==> config.mk <==
export PLATFORM = sky130hd
export DESIGN_NAME = busreq_chain_arbiter
export DESIGN_NICKNAME = d
export VERILOG_FILES = /design/src/rtl/bra_pkg.sv /design/src/rtl/bra_level_sel.sv /design/src/rtl/bra_arbiter.sv /design/src/rtl/bra_chain_node.sv /design/src/rtl/busreq_chain_arbiter.sv
export SDC_FILE = /design/constraint.sdc
export NUM_CORES = 1
export LEC_CHECK = 0
export ABC_AREA = 1
export BUFFER_PORTS_ARGS = -buffer_cell sky130_fd_sc_hd__clkbuf_2
export CORE_MARGIN = 5
export CORE_UTILIZATION = 51
export DETAILED_ROUTE_END_ITERATION = 8
export PLACE_DENSITY_LB_ADDON = 0.2
export REMOVE_ABC_BUFFERS = 1
export SLEW_MARGIN = 20
export SYNTH_ARGS = -nofsm -noshare
export SYNTH_HDL_FRONTEND = slang
export SYNTH_HIERARCHICAL = 1
export SYNTH_SLANG_ARGS = --single-unit
==> constraint.sdc <==
create_clock -name clk -period 1.6 [get_ports clk]
set_input_delay 0.08 -clock clk [delete_from_list [all_inputs] [get_ports clk]]
set_output_delay 0.08 -clock clk [all_outputs]
set_load 0.1 [all_outputs]
==> src/rtl/bra_pkg.sv <==
package bra_pkg;
  localparam int NLVL     = 4;
  localparam int LVL_BASE = 4;
  localparam int LVLW     = $clog2(NLVL);

  typedef enum logic [1:0] {
    ARB_IDLE  = 2'd0,
    ARB_GRANT = 2'd1,
    ARB_DRAIN = 2'd2
  } arb_state_t;
endpackage

==> src/rtl/bra_level_sel.sv <==
module bra_level_sel
  import bra_pkg::*;
(
  input  logic [NLVL-1:0] br_i,
  input  logic [2:0]      pri_i,
  output logic            valid_o,
  output logic [NLVL-1:0] sel_o
);
  logic [NLVL-1:0] qual;

  // a level takes part only when it lies strictly above processor priority
  for (genvar n = 0; n < NLVL; n++) begin : g_qual
    assign qual[n] = br_i[n] && ((LVL_BASE + n) > int'(pri_i));
  end

  always_comb begin
    sel_o   = '0;
    valid_o = 1'b0;
    for (int n = NLVL - 1; n >= 0; n--) begin
      if (!valid_o && qual[n]) begin
        sel_o[n] = 1'b1;
        valid_o  = 1'b1;
      end
    end
  end
endmodule

==> src/rtl/bra_arbiter.sv <==
module bra_arbiter
  import bra_pkg::*;
#(
  parameter int TMO = 16
) (
  input  logic            clk,
  input  logic            rst,
  input  logic            eoi_i,
  input  logic            sel_valid_i,
  input  logic [NLVL-1:0] sel_i,
  input  logic            sack_i,
  input  logic            chain_busy_i,
  output logic [NLVL-1:0] bg_o,
  output logic            live_o
);
  localparam int TW = $clog2(TMO + 1);

  arb_state_t      st;
  logic [TW-1:0]   tmr;
  logic [NLVL-1:0] bg_q;

  always_ff @(posedge clk) begin
    if (rst) begin
      st   <= ARB_IDLE;
      tmr  <= '0;
      bg_q <= '0;
    end else begin
      unique case (st)
        ARB_IDLE: begin
          if (eoi_i && sel_valid_i) begin
            bg_q <= sel_i;
            tmr  <= '0;
            st   <= ARB_GRANT;
          end
        end
        ARB_GRANT: begin
          if (sack_i || tmr == TW'(TMO - 1)) begin
            bg_q <= '0;
            st   <= ARB_DRAIN;
          end else begin
            tmr <= tmr + 1'b1;
          end
        end
        ARB_DRAIN: begin
          if (!chain_busy_i && !sack_i) st <= ARB_IDLE;
        end
        default: st <= ARB_IDLE;
      endcase
    end
  end

  assign bg_o   = bg_q;
  assign live_o = (st == ARB_GRANT);


  bg_onehot_chk: assert property (@(posedge clk) disable iff (rst)
    $onehot0(bg_q));


  bg_strobe_chk: assert property (@(posedge clk) disable iff (rst)
    $rose(|bg_q) |-> $past(eoi_i));


  release_on_sack_chk: assert property (@(posedge clk) disable iff (rst)
    (st == ARB_GRANT && sack_i) |=> (bg_q == '0));


  tmo_bound_chk: assert property (@(posedge clk) disable iff (rst)
    (st == ARB_GRANT) |-> (tmr < TW'(TMO)));


  drain_quiet_chk: assert property (@(posedge clk) disable iff (rst)
    (st == ARB_DRAIN) |=> (bg_q == '0));
endmodule

==> src/rtl/bra_chain_node.sv <==
module bra_chain_node
  import bra_pkg::*;
(
  input  logic            clk,
  input  logic            rst,
  input  logic            live_i,
  input  logic            req_i,
  input  logic [LVLW-1:0] lvl_i,
  input  logic [NLVL-1:0] gin_i,
  output logic [NLVL-1:0] gout_o,
  output logic            win_o
);
  logic [NLVL-1:0] pass_q;
  logic            win_q;
  logic            take;

  assign take = live_i && req_i && gin_i[lvl_i] && !win_q;

  always_ff @(posedge clk) begin
    if (rst) begin
      pass_q <= '0;
      win_q  <= 1'b0;
    end else begin
      if (take)                       win_q <= 1'b1;
      else if (win_q && gin_i == '0)  win_q <= 1'b0;
      pass_q <= (take || win_q) ? '0 : gin_i;
    end
  end

  assign gout_o = pass_q;
  assign win_o  = win_q;


  win_after_grant_chk: assert property (@(posedge clk) disable iff (rst)
    $rose(win_q) |-> $past(gin_i[lvl_i]));


  win_blocks_chk: assert property (@(posedge clk) disable iff (rst)
    $rose(win_q) |-> (gout_o == '0));
endmodule

==> src/rtl/busreq_chain_arbiter.sv <==
module busreq_chain_arbiter
  import bra_pkg::*;
#(
  parameter int NDEV = 6,
  parameter int TMO  = 16
) (
  input  logic                 clk,
  input  logic                 rst,
  input  logic [2:0]           cpu_pri_i,
  input  logic                 eoi_i,
  input  logic [NDEV-1:0]      dev_req_i,
  input  logic [NDEV*LVLW-1:0] dev_lvl_i,
  input  logic [NLVL-1:0]      ext_br_i,
  output logic [NLVL-1:0]      bg_o,
  output logic                 sack_o,
  output logic [NDEV-1:0]      win_o
);
  logic [NLVL-1:0] br;
  logic            sel_valid;
  logic [NLVL-1:0] sel;
  logic            live;
  logic            chain_busy;
  logic [NLVL-1:0] gchain [NDEV+1];
  logic [NDEV-1:0] win;

  // request lines: wired OR of devices per level plus outside requesters
  for (genvar n = 0; n < NLVL; n++) begin : g_br
    always_comb begin
      br[n] = ext_br_i[n];
      for (int i = 0; i < NDEV; i++) begin
        if (dev_req_i[i] && dev_lvl_i[i*LVLW +: LVLW] == LVLW'(n)) br[n] = 1'b1;
      end
    end
  end

  bra_level_sel u_sel (
    .br_i    (br),
    .pri_i   (cpu_pri_i),
    .valid_o (sel_valid),
    .sel_o   (sel)
  );

  bra_arbiter #(.TMO(TMO)) u_arb (
    .clk          (clk),
    .rst          (rst),
    .eoi_i        (eoi_i),
    .sel_valid_i  (sel_valid),
    .sel_i        (sel),
    .sack_i       (sack_o),
    .chain_busy_i (chain_busy),
    .bg_o         (gchain[0]),
    .live_o       (live)
  );

  for (genvar i = 0; i < NDEV; i++) begin : g_node
    bra_chain_node u_node (
      .clk    (clk),
      .rst    (rst),
      .live_i (live),
      .req_i  (dev_req_i[i]),
      .lvl_i  (dev_lvl_i[i*LVLW +: LVLW]),
      .gin_i  (gchain[i]),
      .gout_o (gchain[i+1]),
      .win_o  (win[i])
    );
  end

  always_comb begin
    chain_busy = 1'b0;
    for (int i = 1; i <= NDEV; i++) chain_busy = chain_busy || (gchain[i] != '0);
  end

  assign bg_o   = gchain[0];
  assign win_o  = win;
  assign sack_o = |win;


  one_winner_chk: assert property (@(posedge clk) disable iff (rst)
    $onehot0(win));


  level_above_pri_chk: assert property (@(posedge clk) disable iff (rst)
    $rose(|gchain[0]) |-> $past(sel_valid));
endmodule

# Yosys cells after proc, flatten, opt, wreduce, memory -nomap -nowiden
# Index checks and enable logic that the tools add are counted.
# Widths: inputs -> output; s select.
# totals
register_bits,41
in_bits,28
out_inout_bits,11
word_cells,232
# op_classes
n_addsub,1
order_cmp,10
eq_ne,25
mux,65
reduce_logical,116
# op_table
op,count
$logic_and 1x1->1,57
$mux 1,49
$eq 2x2->1 const B,13
$logic_not 4->1,6
$reduce_bool 4->1,6
$lt 2x3->1 const B,6
$eq 2x1->1 const B,7
$logic_not 2->1,7
$reduce_bool 2->1,7
$bmux 1 s2,6
$gt 3x3->1 const A,4
$logic_or 1x1->1,12
$reduce_or 2->1,6
$logic_not 1->1,11
$mux 5,2
$pmux 5 s2,1
$reduce_and 3->1,3
$mux 4,2
$pmux 4 s2,1
$mux 2,3
$pmux 2 s3,1
$reduce_or 6->1,1
$add 5x1->5 const B,1
$eq 5x4->1 const B,1
other kinds (2),4

# Longest topological paths before layout
# depth
word_depth,22
ltp_mapped,14
mapped_depth_nobuf,14

# Cells and area by module
# Netlist, hierarchy kept.
# modules_own_cells
module,n_inst,cells_each,area_each_um2,seq_area_each_um2
bra_chain_node,6,32,232.7,100.1
bra_arbiter,1,67,526.8,220.2
busreq_chain_arbiter,1,89,380.4,0.0
bra_level_sel,1,15,72.6,0.0

# Least setup slack after synthesis
# OpenSTA, ideal clock, no wires.
# synth_timing
path_type,reg2reg
from,register g_node[5].u_node.win_q
to,register u_arb.tmr[3]
setup_time_ns,0.115
arrival_ns,2.533
t_required_ns,1.485
path_slack_ns,-1.048
path_stages_with_launch,9
path_buffers,0
synth_period_minus_slack_ns,2.648
path_cell_list,dfxtp_1 nor2_1 nand3_1 nor2_1 nand2_4 nand2_4 nand3_1 nand2_1 nor2_1
# synth_between
elab_chain_cells,4
# synth_rtl
element,line_no,source
"start, declared",bra_chain_node.sv:14,logic win_q;
"start signal, assigned",bra_chain_node.sv:22,win_q <= 1'b0;
"start signal, assigned",bra_chain_node.sv:24,if (take) win_q <= 1'b1;
"start signal, assigned",bra_chain_node.sv:25,else if (win_q && gin_i == '0) win_q <= 1'b0;
$reduce_or 6->1,busreq_chain_arbiter.sv:75,assign sack_o = |win;
net sack_o,busreq_chain_arbiter.sv:15,"output logic sack_o,"
$logic_or 1x1->1,bra_arbiter.sv:37,if (sack_i || tmr == TW'(TMO - 1)) begin
$ne 2x2->1 (no line),-,
$reduce_and 3->1 (no line),-,
"end signal, assigned",bra_arbiter.sv:41,tmr <= tmr + 1'b1;
"end, declared",bra_arbiter.sv:19,logic [TW-1:0] tmr;
# The timed path passes the listed nets, and every way through them passes these cells.
# A chain may end at the register's enable or synchronous reset.

# Final worst setup path
# layout_timing
from,register u_arb.tmr[0]
to,"register u_arb.bg_q[0], in the netlist u_arb/bg_o[0]"
# layout_between
elab_chain_cells,4
# layout_rtl
element,line_no,source
$eq 5x4->1,bra_arbiter.sv:37,
$logic_or 1x1->1,bra_arbiter.sv:37,
$ne 2x2->1 (no line),-,
$reduce_and 3->1 (no line),-,
"end signal, assigned",bra_arbiter.sv:31,bg_q <= sel_i;
"end, declared",bra_arbiter.sv:20,logic [NLVL-1:0] bg_q;
# No other way between the ends.

==> flow_summary.ini <==
[worst_setup_path]
critPathMaxStageDelay_ns = 0.33
slowest_stage = dfxtp_2
critPathBufInv = 1
crit_path_start_kind = flop
crit_required_ns = 1.82
path_max_fanout = 5
critPathTopFamily = adder cells
crit_arrival_ns = 1.73
crit_path_end_kind = flop
path_class = reg2reg
crit_chain = ha_2 > and3_4 > ha_4 > buf_4 > o21ai_4 > nand3_2 > a21oi_2

[pwr]
power_mw = 2.41
cellPowerDensity_mw_per_mm2 = 854
ir_drop_uv = 467
p_leak_nw = 1.38

[floorplanning]
die_h_um = 78.3
rows = 24
dieWidth_um = 78.3
initial_core_util_pct = 53.5
pin_count = 39
core_mm2 = 0.00444
dieArea_mm2 = 0.00612

[logic_synthesis]
avgSynthCellArea_um2 = 6.55
yosysSeqAreaShare_pct = 34.5
synth_seq_cells = 41
synthCells = 363
ys_types = 23
yosys_warnings = 6
syn_area_mm2 = 0.00238

[clocking]
clock_sinks = 41
path_clk_slew_ns = 0.08
cts_tree = done
ctsRootBufferMaster = clkbuf_8
cts_buffers = 5
cts-htree-levels = 2
clk_latency_ns = 0.29
cts.path.max_buffers = 2
cts-hold-fix-buffers = 0

[routing]
drt-vias-per-instance = 4.87
drt-wirelength-per-cell_um = 11.5
drc = 0
ant_nets = 0
routed_wl_um = 5310
drt_pre_antenna_iters = 6
vias = 2256
drt_iter0_drc = 96

[grt]
grt_pass1_wl_um = 9340
track_usage_pct = 18.7
grt_pass1_vias = 2225
grt_max_degree = 16
antenna_found_initial = 0
grt-ovfl-total = 0

[final_layout]
layout-drive-gt1-share_pct = 26.8
fillers = 434
nets = 440
antennaDiodeCount = 0
syn_to_final_growth_pct = 18.8

[timing]
slew_viol_final = 0
post-route-period-util_pct = 94.2
setup_viol = 0
fin_setup_tns_ns = 0
tightest_slew_ns = 0.545
skew_ns = 0.00323
rsz0062_at_grt = no
relSlewSlack_pct = 63.8
hold_violations = 0
fin_hold_ws_ns = 0.231
finalCriticalPeriod_ns = 1.51
fmax_mhz = 664

[status]
status = complete, no violations

[placed_design]
place.gp.congestion = 0.877
hpwl_um = 4280
portBuffers = 38

[min_path]
hold_class = in2reg

[job]
max_cap_violations = 0
## metal layers
layer | GRT usage, % | up-vias | routed length [um]
li1 | - | 1202 | -
met1 | 22.8 | 1000 | 2430
met2 | 32.6 | 40 | 2530
met3 | 4.23 | 14 | 226
met4 | 6.29 | 0 | 121
met5 | 0 | - | 0
## state kept, by name, indices dropped and copies added (netlist names)
| signal | cells |
|---|---|
| u_arb/tmr | 5 |
| g_node.u_node/win_o | 6 |
| u_arb/st | 2 |
| u_arb/bg_o | 4 |
| g_node.u_node/gout_o | 24 |
## final timing paths
check | from | endpoint | slack (ns) | depth (start not counted)
max | u_arb/tmr[0]$_SDFFE_PP0P_ | u_arb/bg_o[0]$_SDFFE_PP0P_ | 0.09 | 7
min | cpu_pri_i[0] | u_arb/bg_o[1]$_SDFFE_PP0P_ | 0.23 | 6
max reg2reg | u_arb/tmr[0]$_SDFFE_PP0P_ | u_arb/bg_o[0]$_SDFFE_PP0P_ | 0.09 | 7
min reg2reg | g_node[4].u_node/gout_o[1]$_SDFF_PP0_ | g_node[5].u_node/gout_o[1]$_SDFF_PP0_ | 0.47 | 2
## cells in the mapped netlist
cell type / number / share of area [%]
nand3_2: 27 / 11
inv_4: 1 / 0.26
o21bai_1: 2 / 0.63
o211ai_1: 1 / 0.32
ha_1: 2 / 1.1
o21bai_2: 1 / 0.47
and3_1: 1 / 0.26
o21ai_2: 1 / 0.37
nor2_1: 72 / 11
nor2_4: 2 / 0.95
a21oi_1: 11 / 2.3
nand4_1: 7 / 1.8
nor2_2: 1 / 0.26
inv_2: 8 / 1.3
nand2_1: 70 / 11
buf_1: 1 / 0.16
dfxtp_1: 41 / 35
nand2_4: 3 / 1.4
o21ai_1: 2 / 0.42
nand3_1: 24 / 5.1
inv_1: 71 / 11
o21ai_0: 6 / 1.3
nand2_2: 8 / 2.1
## cell usage in the layout, fill, tap and decap left out
cell type / instances
nor2_1: 71
a21oi_1: 9
nand3_1: 21
ha_4: 1
nand3_2: 30
clkbuf_8: 6
o211ai_1: 1
o21ai_4: 1
nor2_4: 2
o21ai_1: 2
ha_2: 1
buf_4: 4
o21bai_2: 1
nor2_2: 2
clkbuf_1: 1
dfxtp_2: 1
nand2_1: 70
and3_4: 1
nand2_2: 8
o21ai_0: 6
inv_1: 71
o21bai_1: 2
nand4_1: 7
inv_4: 1
nand2_4: 3
clkbuf_2: 37
a21oi_2: 2
dfxtp_1: 40
inv_2: 8
bufinv_16: 1
## power breakdown
part	switching, mW	internal (mW)
combinational	0.344	0.145
sequential	0.0221	1.04
clock	0.349	0.509
## cell families (layout without fill, tap and decap cells)
logic type      after synthesis  after routing  share of synthesized area, %
flops                        41             41                          34.5
fa+ha+maj                     2              2                          1.05
compound gates               24             24                          5.79
buf+inv                      81            129                          12.9
simple gates                215            215                          45.7
## worst register-to-register path, delay by kind of cell, from the launching register on
| kind | cells | cell delay (ns) |
|---|---|---|
| compound gates | 2 | 0.33 |
| fa+ha+maj | 2 | 0.35 |
| buf+inv | 1 | 0.13 |
| flops | 1 | 0.33 |
| simple gates | 2 | 0.30 |
## layout make-up
| type | instances | area (um2) | share of cell area (%) |
|---|---|---|---|
| multi-input cells | 241 | 1300 | 46.1 |
| flip-flops and latches | 41 | 822 | 29.1 |
| inverters | 80 | 303 | 10.7 |
| repair buffers | 41 | 215 | 7.62 |
| clock buffers | 7 | 86.3 | 3.06 |
| well taps | 52 | 65.1 | 2.30 |
| clock inverters | 1 | 30.0 | 1.06 |
## through the flow
| stage | setup slack, ns | util (%) | std cells | cell area (um2) |
|---|---|---|---|---|
| finish | 0.0929 | 63.5 | 463 | 2820 |
| global route | 0.00120 | 63.5 | 463 | 2820 |
| CTS | 0.0118 | 62.4 | 463 | 2770 |
| detailed placement | -0.0224 | 59.7 | 455 | 2650 |
| global placement | 0.0445 | 59.7 | 455 | 2650 |
| floorplan | -1.05 | - | 362 | 2370 |
## timing repair
action,in CTS,in global routing
resized for setup,1,11
setup buffers,0,0
endpoints found under the setup margin,3,9
pin swaps,0,6
Power figures use the tool's default switching activity.
